$ cat config.mk
export PLATFORM = sky130hd
export DESIGN_NAME = usb_ep0_host_ctrl
export DESIGN_NICKNAME = d
export VERILOG_FILES = /design/src/rtl/ep0_pkg.sv /design/src/rtl/ep0_txn_seq.sv /design/src/rtl/ep0_retry_ctr.sv /design/src/rtl/ep0_nak_timer.sv /design/src/rtl/ep0_csr.sv /design/src/rtl/usb_ep0_host_ctrl.sv
export SDC_FILE = /design/constraint.sdc
export NUM_CORES = 1
export LEC_CHECK = 0
export BUFFER_PORTS_ARGS = -buffer_cell sky130_fd_sc_hd__buf_2
export CAP_MARGIN = 20
export CORE_UTILIZATION = 50
export DETAILED_ROUTE_END_ITERATION = 8
export PLACE_DENSITY = 0.75
export RECOVER_POWER = 25
export SKIP_LAST_GASP = 1
export SLEW_MARGIN = 20
export SYNTH_ARGS = -nofsm -noshare
export SYNTH_HDL_FRONTEND = slang
export SYNTH_SLANG_ARGS = --single-unit
$ cat constraint.sdc
create_clock -name clk_i -period 6.7 [get_ports clk_i]
set_input_delay 0.67 -clock clk_i [delete_from_list [all_inputs] [get_ports clk_i]]
set_output_delay 0.67 -clock clk_i [all_outputs]
set_load 0.02 [all_outputs]
$ cat src/rtl/ep0_pkg.sv
package ep0_pkg;
  typedef enum logic [1:0] {
    TOK_NONE  = 2'd0,
    TOK_SETUP = 2'd1,
    TOK_OUT   = 2'd2,
    TOK_IN    = 2'd3
  } tok_e;

  typedef enum logic [2:0] {
    RSP_ACK   = 3'd0,
    RSP_NAK   = 3'd1,
    RSP_STALL = 3'd2,
    RSP_TMO   = 3'd3,
    RSP_DATA  = 3'd4
  } rsp_e;

  typedef struct packed {
    logic ack;
    logic nak;
    logic stall;
    logic tmo;
    logic data;
  } evt_t;

  localparam int unsigned B_HALT  = 7;
  localparam int unsigned B_STAT  = 6;
  localparam int unsigned B_INREQ = 5;
  localparam int unsigned B_ERR   = 4;
  localparam int unsigned B_SETUP = 3;
  localparam int unsigned B_STALL = 2;
  localparam int unsigned B_TXRDY = 1;
  localparam int unsigned B_RXRDY = 0;
endpackage

$ cat src/rtl/ep0_txn_seq.sv
module ep0_txn_seq
  import ep0_pkg::*;
(
  input  logic       clk_i,
  input  logic       rst_ni,
  input  logic       tx_rdy_i,
  input  logic       setup_sel_i,
  input  logic       in_req_i,
  input  logic       halt_i,
  input  logic       rsp_valid_i,
  input  logic [2:0] rsp_kind_i,
  output logic       tok_req_o,
  output tok_e       tok_kind_o,
  output evt_t       evt_o
);
  logic busy_q;
  tok_e cur_q;
  logic rsp_ok;

  always_comb begin
    if (tx_rdy_i)      tok_kind_o = setup_sel_i ? TOK_SETUP : TOK_OUT;
    else if (in_req_i) tok_kind_o = TOK_IN;
    else               tok_kind_o = TOK_NONE;
  end

  assign tok_req_o = !busy_q && !halt_i && (tok_kind_o != TOK_NONE);
  assign rsp_ok    = rsp_valid_i && busy_q;

  always_comb begin
    evt_o       = '0;
    evt_o.ack   = rsp_ok && (rsp_kind_i == RSP_ACK) && (cur_q != TOK_IN);
    evt_o.nak   = rsp_ok && (rsp_kind_i == RSP_NAK);
    evt_o.stall = rsp_ok && (rsp_kind_i == RSP_STALL);
    evt_o.tmo   = rsp_ok && (rsp_kind_i == RSP_TMO);
    evt_o.data  = rsp_ok && (rsp_kind_i == RSP_DATA) && (cur_q == TOK_IN);
  end

  always_ff @(posedge clk_i or negedge rst_ni) begin
    if (!rst_ni) begin
      busy_q <= 1'b0;
      cur_q  <= TOK_NONE;
    end else if (tok_req_o) begin
      busy_q <= 1'b1;
      cur_q  <= tok_kind_o;
    end else if (rsp_ok) begin
      busy_q <= 1'b0;
    end
  end
endmodule

$ cat src/rtl/ep0_retry_ctr.sv
module ep0_retry_ctr #(
  parameter int unsigned RETRY_MAX = 3
) (
  input  logic clk_i,
  input  logic rst_ni,
  input  logic tmo_i,
  input  logic answered_i,
  input  logic restart_i,
  output logic exhaust_o
);
  localparam int unsigned CNT_W = (RETRY_MAX > 1) ? $clog2(RETRY_MAX) : 1;
  logic [CNT_W-1:0] cnt_q;

  assign exhaust_o = tmo_i && (cnt_q == CNT_W'(RETRY_MAX - 1));

  always_ff @(posedge clk_i or negedge rst_ni) begin
    if (!rst_ni)                       cnt_q <= '0;
    else if (answered_i || restart_i)  cnt_q <= '0;
    else if (exhaust_o)                cnt_q <= '0;
    else if (tmo_i)                    cnt_q <= cnt_q + 1'b1;
  end
endmodule

$ cat src/rtl/ep0_nak_timer.sv
module ep0_nak_timer #(
  parameter int unsigned NAK_W = 8
) (
  input  logic             clk_i,
  input  logic             rst_ni,
  input  logic             sof_i,
  input  logic             nak_i,
  input  logic             other_i,
  input  logic             restart_i,
  input  logic [NAK_W-1:0] limit_i,
  output logic             expire_o
);
  logic             active_q;
  logic [NAK_W-1:0] cnt_q;
  logic [NAK_W:0]   cnt_inc;

  assign cnt_inc  = {1'b0, cnt_q} + (NAK_W+1)'(1);
  assign expire_o = active_q && sof_i && (limit_i != '0) && (cnt_inc >= {1'b0, limit_i});

  always_ff @(posedge clk_i or negedge rst_ni) begin
    if (!rst_ni) begin
      active_q <= 1'b0;
      cnt_q    <= '0;
    end else if (other_i || restart_i || expire_o) begin
      active_q <= 1'b0;
      cnt_q    <= '0;
    end else begin
      if (nak_i) active_q <= 1'b1;
      if (active_q && sof_i) cnt_q <= cnt_inc[NAK_W-1:0];
    end
  end
endmodule

$ cat src/rtl/ep0_csr.sv
module ep0_csr
  import ep0_pkg::*;
(
  input  logic       clk_i,
  input  logic       rst_ni,
  input  logic       wr_i,
  input  logic [7:0] wdata_i,
  input  evt_t       evt_i,
  input  logic       exhaust_i,
  input  logic       expire_i,
  output logic [7:0] rdata_o,
  output logic       tx_rdy_o,
  output logic       setup_sel_o,
  output logic       in_req_o,
  output logic       halt_o,
  output logic       toggle_o,
  output logic       irq_o,
  output logic       req_wr_o
);
  logic [7:0] r_q, r_d;
  logic       tgl_q, tgl_d;
  logic       irq_q;
  logic       drop_req;
  logic [3:0] hw_set;
  localparam int unsigned STS_IDX [4] = '{B_HALT, B_ERR, B_STALL, B_RXRDY};

  assign drop_req = evt_i.stall || exhaust_i;
  assign hw_set   = {expire_i, exhaust_i, evt_i.stall, evt_i.data};
  assign req_wr_o = wr_i && (wdata_i[B_TXRDY] || wdata_i[B_INREQ]);

  always_comb begin
    r_d = r_q;
    // status bits: write-0 clears, hardware set wins
    for (int i = 0; i < 4; i++) begin
      if (wr_i && !wdata_i[STS_IDX[i]]) r_d[STS_IDX[i]] = 1'b0;
      if (hw_set[3-i])                  r_d[STS_IDX[i]] = 1'b1;
    end
    // request bits: software write wins over hardware clear
    if (wr_i) begin
      r_d[B_TXRDY] = wdata_i[B_TXRDY];
      r_d[B_SETUP] = wdata_i[B_SETUP];
      r_d[B_INREQ] = wdata_i[B_INREQ];
      r_d[B_STAT]  = wdata_i[B_STAT];
    end else begin
      if (evt_i.ack || drop_req) begin
        r_d[B_TXRDY] = 1'b0;
        r_d[B_SETUP] = 1'b0;
      end
      if (evt_i.data || drop_req) r_d[B_INREQ] = 1'b0;
      if (evt_i.ack || evt_i.data || drop_req) r_d[B_STAT] = 1'b0;
    end
  end

  always_comb begin
    tgl_d = tgl_q;
    if (wr_i && wdata_i[B_SETUP])     tgl_d = 1'b0;
    else if (wr_i && wdata_i[B_STAT]) tgl_d = 1'b1;
    else if (evt_i.ack || evt_i.data) tgl_d = !tgl_q;
  end

  always_ff @(posedge clk_i or negedge rst_ni) begin
    if (!rst_ni) begin
      r_q   <= '0;
      tgl_q <= 1'b0;
      irq_q <= 1'b0;
    end else begin
      r_q   <= r_d;
      tgl_q <= tgl_d;
      irq_q <= evt_i.ack || evt_i.data || exhaust_i;
    end
  end

  assign rdata_o     = r_q;
  assign tx_rdy_o    = r_q[B_TXRDY];
  assign setup_sel_o = r_q[B_SETUP];
  assign in_req_o    = r_q[B_INREQ];
  assign halt_o      = r_q[B_HALT];
  assign toggle_o    = tgl_q;
  assign irq_o       = irq_q;
endmodule

$ cat src/rtl/usb_ep0_host_ctrl.sv
module usb_ep0_host_ctrl
  import ep0_pkg::*;
#(
  parameter int unsigned NAK_W     = 8,
  parameter int unsigned RETRY_MAX = 3
) (
  input  logic             clk_i,
  input  logic             rst_ni,
  input  logic             reg_wr_i,
  input  logic [7:0]       reg_wdata_i,
  output logic [7:0]       reg_rdata_o,
  input  logic [NAK_W-1:0] nak_limit_i,
  input  logic             sof_i,
  output logic             tok_req_o,
  output logic [1:0]       tok_kind_o,
  output logic             tok_toggle_o,
  input  logic             rsp_valid_i,
  input  logic [2:0]       rsp_kind_i,
  output logic             ep0_irq_o
);
  evt_t evt;
  tok_e kind;
  logic tx_rdy, setup_sel, in_req, halt, req_wr;
  logic exhaust, expire, answered;

  assign answered   = evt.ack || evt.nak || evt.stall || evt.data;
  assign tok_kind_o = kind;

  ep0_csr u_csr (
    .clk_i       (clk_i),
    .rst_ni      (rst_ni),
    .wr_i        (reg_wr_i),
    .wdata_i     (reg_wdata_i),
    .evt_i       (evt),
    .exhaust_i   (exhaust),
    .expire_i    (expire),
    .rdata_o     (reg_rdata_o),
    .tx_rdy_o    (tx_rdy),
    .setup_sel_o (setup_sel),
    .in_req_o    (in_req),
    .halt_o      (halt),
    .toggle_o    (tok_toggle_o),
    .irq_o       (ep0_irq_o),
    .req_wr_o    (req_wr)
  );

  ep0_txn_seq u_seq (
    .clk_i       (clk_i),
    .rst_ni      (rst_ni),
    .tx_rdy_i    (tx_rdy),
    .setup_sel_i (setup_sel),
    .in_req_i    (in_req),
    .halt_i      (halt),
    .rsp_valid_i (rsp_valid_i),
    .rsp_kind_i  (rsp_kind_i),
    .tok_req_o   (tok_req_o),
    .tok_kind_o  (kind),
    .evt_o       (evt)
  );

  ep0_retry_ctr #(.RETRY_MAX(RETRY_MAX)) u_retry (
    .clk_i      (clk_i),
    .rst_ni     (rst_ni),
    .tmo_i      (evt.tmo),
    .answered_i (answered),
    .restart_i  (req_wr),
    .exhaust_o  (exhaust)
  );

  ep0_nak_timer #(.NAK_W(NAK_W)) u_nak (
    .clk_i     (clk_i),
    .rst_ni    (rst_ni),
    .sof_i     (sof_i),
    .nak_i     (evt.nak),
    .other_i   (evt.ack || evt.stall || evt.tmo || evt.data),
    .restart_i (req_wr),
    .limit_i   (nak_limit_i),
    .expire_o  (expire)
  );
endmodule

; Word level (Yosys, flattened, before mapping)
; Cells that the tools add are included.
[totals]
regBits = 24
word_cells = 112
[op_classes]
n_eq_ne = 7
n_reduce_logical = 59
mux = 29
n_lt_le_gt_ge = 1
addsub = 2
[ops]
columns = operator, count
row1 = nonzero test 2 bit, 11
row2 = logical AND 1 bit, 21
row3 = two-way mux 1 bit, 20
row4 = logical OR 1 bit, 16
row5 = two-way mux 8 bit, 2
row6 = two-way mux 2 bit, 7
row7 = adder 8 x 1 -> 9 bit (second input constant), 1
row8 = >= comparator 9 x 8 -> 1 bit, 1
row9 = nonzero test 8 bit, 1
row10 = zero test 1 bit, 7
row11 = == test 3 x 2 -> 1 bit (second input constant), 2
row12 = nonzero test 3 bit, 2
row13 = == test 2 bit (second input constant), 2
row14 = == test 3 x 1 -> 1 bit (second input constant), 1
row15 = == test 3 bit (second input constant), 1
row16 = zero test 3 bit, 1
row17 = adder 2 x 1 -> 2 bit (second input constant), 1
row18 = != test 2 bit (second input constant), 1

; Depth between registers and ports, before layout
[depth]
depth_word = 9
ltp_mapped = 10

; Modules after synthesis
; A second synthesis with hierarchy kept.
[hier_totals]
hier_cells = 159
hier_area_um2 = 1534.0
[by_module_without_submodules]
columns = module, seq_area_each_um2, area_each_um2, instances, cells_each
row1 = ep0_nak_timer, 225.2, 742.0, 1, 88
row2 = ep0_csr, 250.2, 445.4, 1, 38
row3 = ep0_txn_seq, 75.1, 224.0, 1, 22
row4 = ep0_retry_ctr, 50.0, 107.6, 1, 9
row5 = usb_ep0_host_ctrl, 0.0, 15.0, 1, 2

; Worst setup path after synthesis
; Ideal clock, no wire load.
[synth_timing]
path_type = register to register
from = reg u_nak.cnt_q[0]
to = reg u_nak.active_q
slack_ps = 4421
required_ps = 6606
arrival_time_ps = 2185
stages_incl_launch_ff = 11
path_buffers = 0
path_cell_list = dfrtp_1 > ha_1 > nand3_1 > nor2_1 > xor2_1 > ha_1 > a21oi_1 > o21ai_0 > a221oi_2 > nor2_1 > a211oi_1
[synth_via]
elab_chain_cells = 5
[synth_lines]
columns = element, line
row1 = start: declaration, ep0_nak_timer.sv:14  ; logic [NAK_W-1:0] cnt_q;
row2 = start signal: assignment, ep0_nak_timer.sv:29  ; if (active_q && sof_i) cnt_q <= cnt_inc[NAK_W-1:0];
row3 = adder 8 x 1 -> 9 bit (*), ep0_nak_timer.sv:17  ; assign cnt_inc = {1'b0, cnt_q} + (NAK_W+1)'(1);
row4 = >= comparator 9 x 8 -> 1 bit (*), ep0_nak_timer.sv:18  ; assign expire_o = active_q && sof_i && (limit_i != '0) && (cnt_inc >= {1'b0, limit_i});
row5 = logical AND 1 bit (*), ep0_nak_timer.sv:18
row6 = logical OR 1 bit (*), ep0_nak_timer.sv:24  ; end else if (other_i || restart_i || expire_o) begin
row7 = two-way mux 1 bit / nonzero test 2 bit (equally long branches), -
row8 = end signal: assignment, ep0_nak_timer.sv:22  ; active_q <= 1'b0;
row9 = end signal: assignment, ep0_nak_timer.sv:25  ; active_q <= 1'b0;
row10 = end signal: assignment, ep0_nak_timer.sv:28  ; if (nak_i) active_q <= 1'b1;
row11 = end: declaration, ep0_nak_timer.sv:13  ; logic active_q;
; Mark *: on every way between the ends. The rest lies on a longest branch, timed or not.
; A chain may end at the register's enable or synchronous reset.

; Final worst setup path
; Same ends and word-level chain as after synthesis.

==> qor.yml <==
synthArstFlopShare_pct: 100
drtAntennaViolNets: 0
p_per_area_nw_per_um2: 204
min_path_type: "flip-flop to flip-flop"
synthFlopType: "dfrtp_1"
drc: 6
max_stage_delay_ns: 0.46
cts_buffers: 3
dp_slack_ns: 4.13
synth-seq-area-share_pct: 39.5
final-setup-viol-count: 0
clock_sinks: 24
first_pass_iters: 6
track_usage_pct: 20.8
crit_family: "compound AO/OA/AOI/OAI gates"
crit_path_max_fanout: 7
netlist_area_um2: 1520
via_count: 1271
grt-busiest-layer: "met2"
start_kind: "flip-flop"
use_met2_pct: 33.8
final-hold-violation-count: 0
p_total_mw: 0.356
antenna_found_initial: 0
root_buffer: "clkbuf_4"
grt_pass1_vias: 1194
fin_tns_setup_ns: 0
fin_crit_sh_pct: 39.4
violations: "design-rule violations"
synth-edff-count: 0
ctsLongestPathBuffers: 2
slowest_stage: "dfrtp_1"
path_class: "flip-flop to flip-flop"
worstSkewPairLatency_ns: 0.31
grt_pass1_wl_mm: 5.28
io_pins: 37
avgSynthCellArea_um2: 9.55
gr-usage-met1_pct: 29.3
die_area_um2: 3260
place.gp.congestion: 0.858
synth.distinct_cells: 48
maxSlewViolCount: 0
ctsHoldBuffers: 0
setup_slack_ns: 4.06
area_growth_pct: 14.9
status: "complete, but fails checks"
coreArea_um2: 2810
grt.overflow.total: 0
numPortBuffers: 36
wirelength_mm: 3.09
path_clk_slew_ns: 0.13
cts_tree: "yes"
endpoint_kind: "flip-flop"
postCtsSetupBuffers: 0
irDropWorstVdd_v: 0.000138
tightestPinTransition_ns: 1.23
diodes: 0
rsz0062_at_grt: "false"
die_y_um: 57.1
htreeDepth: 1
drv_cap: 0
slew_headroom_pct: 17.8
fin_nets: 226
avgRoutedWirePerCell_um: 13.8
leakagePower_nw: 0.879
std_cell_rows: 19
globalRouteMet3Util_pct: 4.76
required_ns: 6.93
crit_buf_inv: 0
start_util_pct: 54.1
path_cells: "ha_1 > nand3_1 > nor2_1 > xor2_1 > ha_1 > a21oi_1 > o21ai_0 > a221oi_2 > nor2_1 > a211oi_1"
synth_seq_cells: 24
ff2ff_setup_slack_ns: 4.06
drive_above_1_share_pct: 27.6
drtIter0Drc: 68
die_w_um: 57.1
dp_hpwl_mm: 2.54
clock.fmax_ghz: 0.379
finalCriticalPeriod_ns: 2.64
yosysWarnings: 0
synthesis.nets: 192
post_cts_resized: 0
routed_via_density: 5.70
syn_inst: 159
fin_worst_skew_ns: 0.00562
grt_max_degree: 25
fill_cells: 246
arrival_ns: 2.87
cells by family after synthesis:
kind of cell / Yosys count / synth area share [%]
XOR/XNOR: 9 / 5.19
AND/OR/NAND/NOR: 52 / 18.3
AO/OA/AOI/OAI: 43 / 23.0
flip-flops: 24 / 39.5
adder cells (fa/ha/maj): 9 / 7.41
buffers and inverters: 22 / 6.59
metrics by stage:
step           instance area [um2]  hold slack, ns  utilization, %  instances
2_1_floorplan                 1520           0.374               -        159
3_3_place_gp                  1690           0.485            60.4        219
3_5_place_dp                  1690           0.500            60.4        219
4_1_cts                       1750           0.320            62.3        223
5_1_grt                       1750           0.516            62.2        223
6_report                      1750           0.524            62.2        223
cell type report:
| type | instances | area, um2 | area share (%) |
|---|---|---|---|
| multi-input combinational | 113 | 818 | 46.9 |
| sequential | 24 | 601 | 34.4 |
| timing repair buffer | 36 | 179 | 10.3 |
| inverter | 15 | 56.3 | 3.23 |
| tap | 31 | 38.8 | 2.22 |
| clock inverter | 1 | 30.0 | 1.72 |
| clock buffer | 3 | 22.5 | 1.29 |
power by group:
group          internal, mW  switching (mW)  leakage, nW  total (mW)
sequential            0.157          0.0121        0.315       0.169
clock                0.0605          0.0428       0.0279       0.103
combinational        0.0328          0.0510        0.537      0.0838
total                 0.250           0.106        0.879       0.356
flip-flops by register name, summed over array words and instances, names as in the netlist:
name / cells
u_csr.irq_o: 1
u_retry.cnt_q: 2
u_seq.cur_q: 2
u_csr.rdata_o: 8
u_nak.active_q: 1
u_csr.toggle_o: 1
u_seq.busy_q: 1
u_nak.cnt_q: 8
worst reg2reg max path, stage by stage, from the launching register on:
cell and delay [ns]:
dfrtp_1 0.46, ha_1 0.26, nand3_1 0.16, nor2_1 0.14, xor2_1 0.20, ha_1 0.28, a21oi_1 0.14, o21ai_0 0.11
a221oi_2 0.36, nor2_1 0.21, a211oi_1 0.24
cell usage after synthesis, types with 2 or more instances:
cell       instances  area (um2)
o2bb2ai_1          4        35.0
nand4_1            3        18.8
a22o_1             4        35.0
buf_4              4        30.0
nor2b_1            2        12.5
a21oi_1            5        25.0
nor2_1            11        41.3
nand3_1            7        35.0
inv_1             14        52.6
a21oi_2            2        17.5
nor3_1             3        15.0
xnor2_1            2        17.5
xor2_1             7        61.3
o21ai_1            2        10.0
a32o_1             2        20.0
dfrtp_1           24         601
a211oi_1           4        30.0
nand2_1           13        48.8
o21ai_0            8        40.0
nor2_2             2        12.5
ha_1               9         113
routing by layer:
layer | wire length [um] | vias to the layer above
met1 | 1510 | 606
met3 | 110 | 2
met2 | 1450 | 22
li1 | - | 641
met4 | 13 | 0
met5 | 0 | -
final timing paths:
path | start | end | depth (start not counted)
setup reg to reg | u_nak.cnt_q[0]$_DFFE_PN0P_ | u_nak.active_q$_DFFE_PN0P_ | 10
hold reg to reg | u_csr.rdata_o[4]$_DFFE_PN0P_ | u_csr.rdata_o[4]$_DFFE_PN0P_ | 2
min in group asynchronous | rst_ni | u_nak.cnt_q[3]$_DFFE_PN0P_ | 1
max in group asynchronous | rst_ni | u_retry.cnt_q[1]$_DFFE_PN0P_ | 1
setup / recovery | u_nak.cnt_q[0]$_DFFE_PN0P_ | u_nak.active_q$_DFFE_PN0P_ | 10
hold / removal | u_csr.rdata_o[4]$_DFFE_PN0P_ | u_csr.rdata_o[4]$_DFFE_PN0P_ | 2
cell usage in the layout, fill, tap and decap left out, drive strengths merged, types with 2 or more instances in the layout:
master   synthesis  final
inv             15     15
o21ai           10     10
ha               9      9
nor3             3      3
nor2            14     14
nand4            3      3
o2bb2ai          4      4
a21oi            7      7
dfrtp           24     24
or3              2      2
a211oi           4      4
xor2             7      7
and3             2      2
buf              5     35
a22o             4      4
nand2           14     14
nand3            7      7
xnor2            2      2
clkbuf           2      4
nor2b            2      2
a32o             2      2
No activity file was read; power rests on OpenSTA's default activity.
